--- src/rtl/pp_rx_dma_pkg.sv ---
// Shared types for the ping-pong receive channel.
package pp_rx_dma_pkg;
    typedef enum logic {
        ST_IDLE = 1'b0,
        ST_MOVE = 1'b1
    } chan_st_e;
endpackage

--- src/rtl/pp_rx_desc.sv ---
// One transfer descriptor: destination pointer, outstanding count and run bit.
// Assumes step is only raised while the descriptor runs; a load overrides a step.
module pp_rx_desc #(
    parameter int ADDR_W = 12,
    parameter int CNT_W  = 6
) (
    input  logic              clk,
    input  logic              rst_n,
    input  logic              ld,
    input  logic [ADDR_W-1:0] ld_base,
    input  logic [CNT_W-1:0]  ld_count,
    input  logic              step,
    output logic [ADDR_W-1:0] addr_o,
    output logic [CNT_W-1:0]  count_o,
    output logic              run_o
);
    // Descriptor update: load, or advance by one item.
    always_ff @(posedge clk) begin
        if (!rst_n) begin
            addr_o  <= '0;
            count_o <= '0;
            run_o   <= 1'b0;
        end else if (ld) begin
            addr_o  <= ld_base;
            count_o <= ld_count;
            run_o   <= (ld_count != '0);
        end else if (step) begin
            addr_o  <= addr_o + 1'b1;
            count_o <= count_o - 1'b1;
            if (count_o == CNT_W'(1)) run_o <= 1'b0;
        end
    end

    assert_addr_step_R6: assert property (@(posedge clk) disable iff (!rst_n)
        (step && !ld) |=> addr_o == $past(addr_o) + 1'b1);
    assert_cnt_step_R7: assert property (@(posedge clk) disable iff (!rst_n)
        (step && !ld && count_o > CNT_W'(1)) |=> count_o == $past(count_o) - 1'b1);
    assert_stop_at_zero_R7: assert property (@(posedge clk) disable iff (!rst_n)
        (step && !ld && count_o == CNT_W'(1)) |=> (!run_o && count_o == '0));
endmodule

--- src/rtl/pp_rx_arb.sv ---
// Request decision: burst first, single suppressed in burst-only mode,
// burst length capped at the items remaining. Pure combinational.
module pp_rx_arb #(
    parameter int CNT_W = 6
) (
    input  logic             ready,
    input  logic             req_single,
    input  logic             req_burst,
    input  logic             use_burst,
    input  logic [CNT_W-1:0] arb_size,
    input  logic [CNT_W-1:0] remain,
    output logic             grant,
    output logic             grant_burst,
    output logic [CNT_W-1:0] grant_len
);
    logic [CNT_W-1:0] arb_eff;
    logic [CNT_W-1:0] burst_len;

    // Choose the request served and its length.
    always_comb begin
        arb_eff     = (arb_size == '0) ? CNT_W'(1) : arb_size;
        burst_len   = (arb_eff < remain) ? arb_eff : remain;
        grant_burst = ready && req_burst;
        grant       = grant_burst || (ready && req_single && !use_burst);
        grant_len   = grant_burst ? burst_len : CNT_W'(1);
    end
endmodule

--- src/rtl/pp_rx_dma.sv ---
// Ping-pong receive DMA channel top. Moves one item per cycle from the
// peripheral data register to memory, alternating between two descriptors.
// Assumes software does not reload the active descriptor mid-service.
module pp_rx_dma
    import pp_rx_dma_pkg::*;
#(
    parameter int ADDR_W = 12,
    parameter int CNT_W  = 6,
    parameter int DATA_W = 8
) (
    input  logic              clk,
    input  logic              rst_n,
    input  logic              req_single,
    input  logic              req_burst,
    input  logic [DATA_W-1:0] periph_data,
    input  logic              use_burst,
    input  logic [CNT_W-1:0]  arb_size,
    input  logic              ld_en,
    input  logic              ld_alt,
    input  logic [ADDR_W-1:0] ld_base,
    input  logic [CNT_W-1:0]  ld_count,
    input  logic              clr_en,
    input  logic [3:0]        clr_mask,
    output logic              mem_we,
    output logic [ADDR_W-1:0] mem_addr,
    output logic [DATA_W-1:0] mem_wdata,
    output logic              xfer_ack,
    output logic              irq,
    output logic              active_alt,
    output logic              prim_run,
    output logic [CNT_W-1:0]  prim_count,
    output logic              alt_run,
    output logic [CNT_W-1:0]  alt_count,
    output logic              done_prim,
    output logic              done_alt,
    output logic              err,
    output logic [CNT_W-1:0]  last_cnt
);
    localparam int NDESC = 2;

    chan_st_e          state;
    logic [CNT_W-1:0]  left;
    logic [CNT_W-1:0]  svc_len;
    logic              act;
    logic              moving;
    logic              last_item;
    logic              buf_end;
    logic              other_ready;
    logic              grant;
    logic              grant_burst;
    logic [CNT_W-1:0]  grant_len;
    logic [ADDR_W-1:0] d_addr  [NDESC];
    logic [CNT_W-1:0]  d_count [NDESC];
    logic              d_run   [NDESC];
    logic              d_ld    [NDESC];
    logic              d_step  [NDESC];

    for (genvar g = 0; g < NDESC; g++) begin : g_desc
        assign d_ld[g]   = ld_en && (ld_alt == 1'(g));
        assign d_step[g] = moving && (act == 1'(g));
        pp_rx_desc #(.ADDR_W(ADDR_W), .CNT_W(CNT_W)) u_desc (
            .clk     (clk),
            .rst_n   (rst_n),
            .ld      (d_ld[g]),
            .ld_base (ld_base),
            .ld_count(ld_count),
            .step    (d_step[g]),
            .addr_o  (d_addr[g]),
            .count_o (d_count[g]),
            .run_o   (d_run[g])
        );
    end

    pp_rx_arb #(.CNT_W(CNT_W)) u_arb (
        .ready      ((state == ST_IDLE) && d_run[act]),
        .req_single (req_single),
        .req_burst  (req_burst),
        .use_burst  (use_burst),
        .arb_size   (arb_size),
        .remain     (d_count[act]),
        .grant      (grant),
        .grant_burst(grant_burst),
        .grant_len  (grant_len)
    );

    // Per-cycle strobes derived from channel state.
    always_comb begin
        moving      = (state == ST_MOVE);
        last_item   = moving && (left == CNT_W'(1));
        buf_end     = moving && (d_count[act] == CNT_W'(1));
        other_ready = d_run[~act] || (d_ld[~act] && ld_count != '0);
    end

    // Service sequencing and descriptor hand-over.
    always_ff @(posedge clk) begin
        if (!rst_n) begin
            state   <= ST_IDLE;
            left    <= '0;
            svc_len <= '0;
            act     <= 1'b0;
        end else if (moving) begin
            left <= left - 1'b1;
            if (last_item || buf_end) state <= ST_IDLE;
            if (buf_end) act <= ~act;
        end else if (grant) begin
            state   <= ST_MOVE;
            left    <= grant_len;
            svc_len <= grant_len;
        end
    end

    // Sticky flags and last-service count, write-1-to-clear, set wins.
    always_ff @(posedge clk) begin
        if (!rst_n) begin
            done_prim <= 1'b0;
            done_alt  <= 1'b0;
            err       <= 1'b0;
            last_cnt  <= '0;
        end else begin
            done_prim <= (done_prim && !(clr_en && clr_mask[0])) || (buf_end && !act);
            done_alt  <= (done_alt  && !(clr_en && clr_mask[1])) || (buf_end && act);
            err       <= (err && !(clr_en && clr_mask[2])) || (buf_end && !other_ready);
            if (last_item || buf_end) last_cnt <= svc_len - left + 1'b1;
            else if (clr_en && clr_mask[3]) last_cnt <= '0;
        end
    end

    assign mem_we     = moving;
    assign mem_addr   = d_addr[act];
    assign mem_wdata  = periph_data;
    assign xfer_ack   = last_item || buf_end;
    assign irq        = buf_end;
    assign active_alt = act;
    assign prim_run   = d_run[0];
    assign prim_count = d_count[0];
    assign alt_run    = d_run[1];
    assign alt_count  = d_count[1];

    assert_irq_single_R8: assert property (@(posedge clk) disable iff (!rst_n)
        irq |=> !irq);
    assert_switch_R8: assert property (@(posedge clk) disable iff (!rst_n)
        irq |=> active_alt != $past(active_alt));
    assert_cap_R3: assert property (@(posedge clk) disable iff (!rst_n)
        grant |-> (grant_len != '0 && grant_len <= d_count[act]));
    assert_burst_first_R4: assert property (@(posedge clk) disable iff (!rst_n)
        (grant && req_burst) |-> grant_burst);
    assert_burst_only_R5: assert property (@(posedge clk) disable iff (!rst_n)
        (grant && use_burst) |-> grant_burst);
    assert_stop_idle_R10: assert property (@(posedge clk) disable iff (!rst_n)
        (state == ST_IDLE && !d_run[act]) |=> !mem_we);
endmodule

--- config.mk ---
export PLATFORM = sky130hd
export DESIGN_NAME = pp_rx_dma
export DESIGN_NICKNAME = d
export VERILOG_FILES = /design/src/rtl/pp_rx_dma_pkg.sv /design/src/rtl/pp_rx_desc.sv /design/src/rtl/pp_rx_arb.sv /design/src/rtl/pp_rx_dma.sv
export SDC_FILE = /design/constraint.sdc
export NUM_CORES = 1
export LEC_CHECK = 0
export BUFFER_PORTS_ARGS = -buffer_cell sky130_fd_sc_hd__buf_2
export CAP_MARGIN = 0
export CORE_ASPECT_RATIO = 0.5
export CORE_MARGIN = 1.5
export CORE_UTILIZATION = 54
export DETAILED_ROUTE_END_ITERATION = 12
export PLACE_DENSITY = 0.79
export SLEW_MARGIN = 25
export SYNTH_ARGS = -nofsm -noshare
export SYNTH_HDL_FRONTEND = slang
export SYNTH_SLANG_ARGS = --single-unit
--- constraint.sdc ---
create_clock -name clk -period 3.5 [get_ports clk]
set_clock_uncertainty 0.2 [all_clocks]
set_input_delay 0.525 -clock clk [delete_from_list [all_inputs] [get_ports clk]]
set_output_delay 0.525 -clock clk [all_outputs]
set_load 0.05 [all_outputs]
==> run_results.csv <==
group,metric,value,unit
layout,seqCellArea,0.00122,mm²
grt,grt_start_max_net_pins,29,
logic_synthesis,synth_enable_flop_cells,0,
critical_path,crit_chain,"buf_4, nor2b_1, and4_1, a311oi_4, inv_2, buf_2",
place,dp_hpwl,6610,µm
clocking,cts_setup_buffers,0,
die,die_area,0.00746,mm²
detailed_routing,ant_nets,0,
clocking,clockBufferDepth,2,
layout,syn_to_final_growth,17.3,%
critical_path,start_kind,"register",
logic_synthesis,synth_seq_cells,61,
layout,final_cell_area,0.00439,mm²
grt,globalRouteOverflowTotal,0,
sta,rsz0062_at_grt,"false",
logic_synthesis,synth_ff_type,"dfxtp_1",
critical_path,slowest_stage,"dfxtp_1",
detailed_routing,routed_wl,9060,µm
grt,antenna_found_initial,0,
critical_path,path_class,"reg -> out",
die,ios,91,
critical_path,path_max_fanout,16,
detailed_routing,first_iter_violations,167,
layout,final_cell_mix,"buf_2 (74), dfxtp_1 (61), nor2_1 (50)",
logic_synthesis,ys_warn_count,0,
clocking,cts_tree,"built",
place,dp_slack,919,ps
logic_synthesis,ys_seq_area_frac,0.327,
sta,hold_viol,0,
grt,grt_use_total,0.255,
logic_synthesis,async_flop_share,0,
layout,drive_gt1_frac,0.226,
detailed_routing,vias,3357,
power,ir_drop,0.292,mV
die,die_x,121,µm
detailed_routing,viasPerCell,5.59,
layout,n_fill_cell,571,
die,core_area,0.00670,mm²
grt,grt_pass1_vias,2978,
die,die_h,61.8,µm
place,place_area,0.00411,mm²
clocking,cts_buffers,9,
clocking,cts_root_buf,"clkbuf_16",
detailed_routing,route.detailed.drc,0,
sta,finalSetupViolations,0,
detailed_routing,dr.pass1.iters,4,
clocking,clock_latency,330,ps
detailed_routing,drt-wirelength-per-cell,15.1,µm
critical_path,crit_buf_inv,3,
sta,worst_pin_slew,727,ps
power,leakagePower,1.86,nW
sta,clock.fmax,337,MHz
clocking,clkSinkCount,61,
die,initial_core_util,0.558,
layout,multiInputGateArea,0.00226,mm²
layout,fin_util,0.655,
logic_synthesis,syn_inst,445,
critical_path,end_kind,"output pin",
power,power_density,468,mW/mm²
clocking,clk_pin_slew,50,ps
layout,layout_commonest_cell,"buf_2",
sta,final_max_slew_viol_count,0,
clocking,ctsResizeCount,0,
logic_synthesis,syn_nets,512,
logic_synthesis,synth_area_leader_cell,"dfxtp_1",
logic_synthesis,synth_top_area_frac,0.327,
outcome,outcome,"finished clean",
sta,finalWorstSetupSlack,531,ps
logic_synthesis,synthesis.area,0.00374,mm²
logic_synthesis,syn_avg_cell_area,8.40,µm²
critical_path,crit_family,"buffers and inverters",
layout,fin_nets,572,
critical_path,crit_path_max_incr_delay,470,ps
sta,slew_headroom,0.515,
place,place_congestion,0.839,
logic_synthesis,synthTopCellsByArea,"dfxtp_1 (33%), ha_1 (7.4%), a211oi_1 (6.4%)",
logic_synthesis,yosysUniqueCellTypes,52,
place,io_buffers,74,
layout,stdcell_count,601,
clocking,cts_hold_buf,0,
critical_path,cp.arrival,2240,ps
sta,post-route-period-util,0.848,
grt,grt_pass1_wl,14500,µm
place,post-place-cells,586,
sta,setup-tns-final,0,ps
sta,min_period,2970,ps
critical_path,cp.required,2770,ps
die,rows,21,
layout,antenna_cells,0,
run,cap_violations,0,
clocking,cts_max_level,3,
min_path,worst_hold_path_type,"in -> reg",
## area by class of cell
class                           instances  area share
Tap cell                               92      0.0262
Clock inverter                          1     0.00114
Clock buffer                           14      0.0625
Sequential cell                        61       0.278
Inverter                               24      0.0205
Multi-Input combinational cell        329       0.516
Timing Repair Buffer                   80      0.0947
## metrics by stage
stage / total power [mW] / hold WS (ps)
finish: 2.05 / 228
global route: 2.15 / 228
CTS: 2.07 / 218
detailed placement: 1.24 / 245
global placement: 1.23 / 237
floorplan: 1.14 / 227
## where the power goes
part | switching (mW) | internal [mW]
registers | 0.0584 | 0.741
logic | 0.269 | 0.158
clock network | 0.296 | 0.531
## cells in the mapped netlist, types with 5 or more instances
library cell,instances
a211oi_1,32
a21o_1,8
a21oi_1,30
and4_1,6
buf_4,9
clkbuf_1,15
dfxtp_1,61
ha_1,22
inv_1,22
mux2_2,12
mux2i_1,10
nand2_1,32
nand2b_1,5
nand3_1,18
nand4_1,5
nor2_1,50
nor3_1,6
o21ai_0,15
xnor2_1,18
xor2_1,18
## sequential cells by signal (all words and copies together), names as in the netlist, 2 cells and up
name                   flops
g_desc.u_desc.addr_o      24
g_desc.u_desc.count_o     12
g_desc.u_desc.run_o        2
last_cnt                   6
left                       6
svc_len                    6
## worst register-to-register path, delay by kind of cell, from the launching register on
kind,cells,cell delay [ps]
buf+inv,1,300
fa+ha+maj,1,210
flops,1,470
mux,1,290
compound gates,5,1020
## routing by layer
metal | track usage | up-vias | part of all wire
met2 | 0.430 | 77 | 0.47
met3 | 0.0666 | 13 | 0.044
met4 | 0.0992 | 0 | 0.015
li1 | - | 1698 | -
met1 | 0.324 | 1569 | 0.47
met5 | 0 | - | 0
## worst paths after layout
| check | startpoint | to | slack, ps | cells past startpoint |
|---|---|---|---|---|
| max | active_alt | xfer_ack | 530 | 6 |
| min | req_burst | svc_len[0] | 230 | 2 |
| max reg2reg | active_alt | left[4] | 880 | 8 |
| min reg2reg | svc_len[1] | svc_len[1] | 250 | 1 |
## kinds of logic after synthesis
logic type	after synthesis	synth area share
simple gates	142	0.190
compound gates	106	0.189
flops	61	0.327
buf+inv	55	0.0673
xor+xnor	36	0.0844
fa+ha+maj	23	0.0790
mux	22	0.0629
Note: power is estimated with default switching activity, not from simulation.
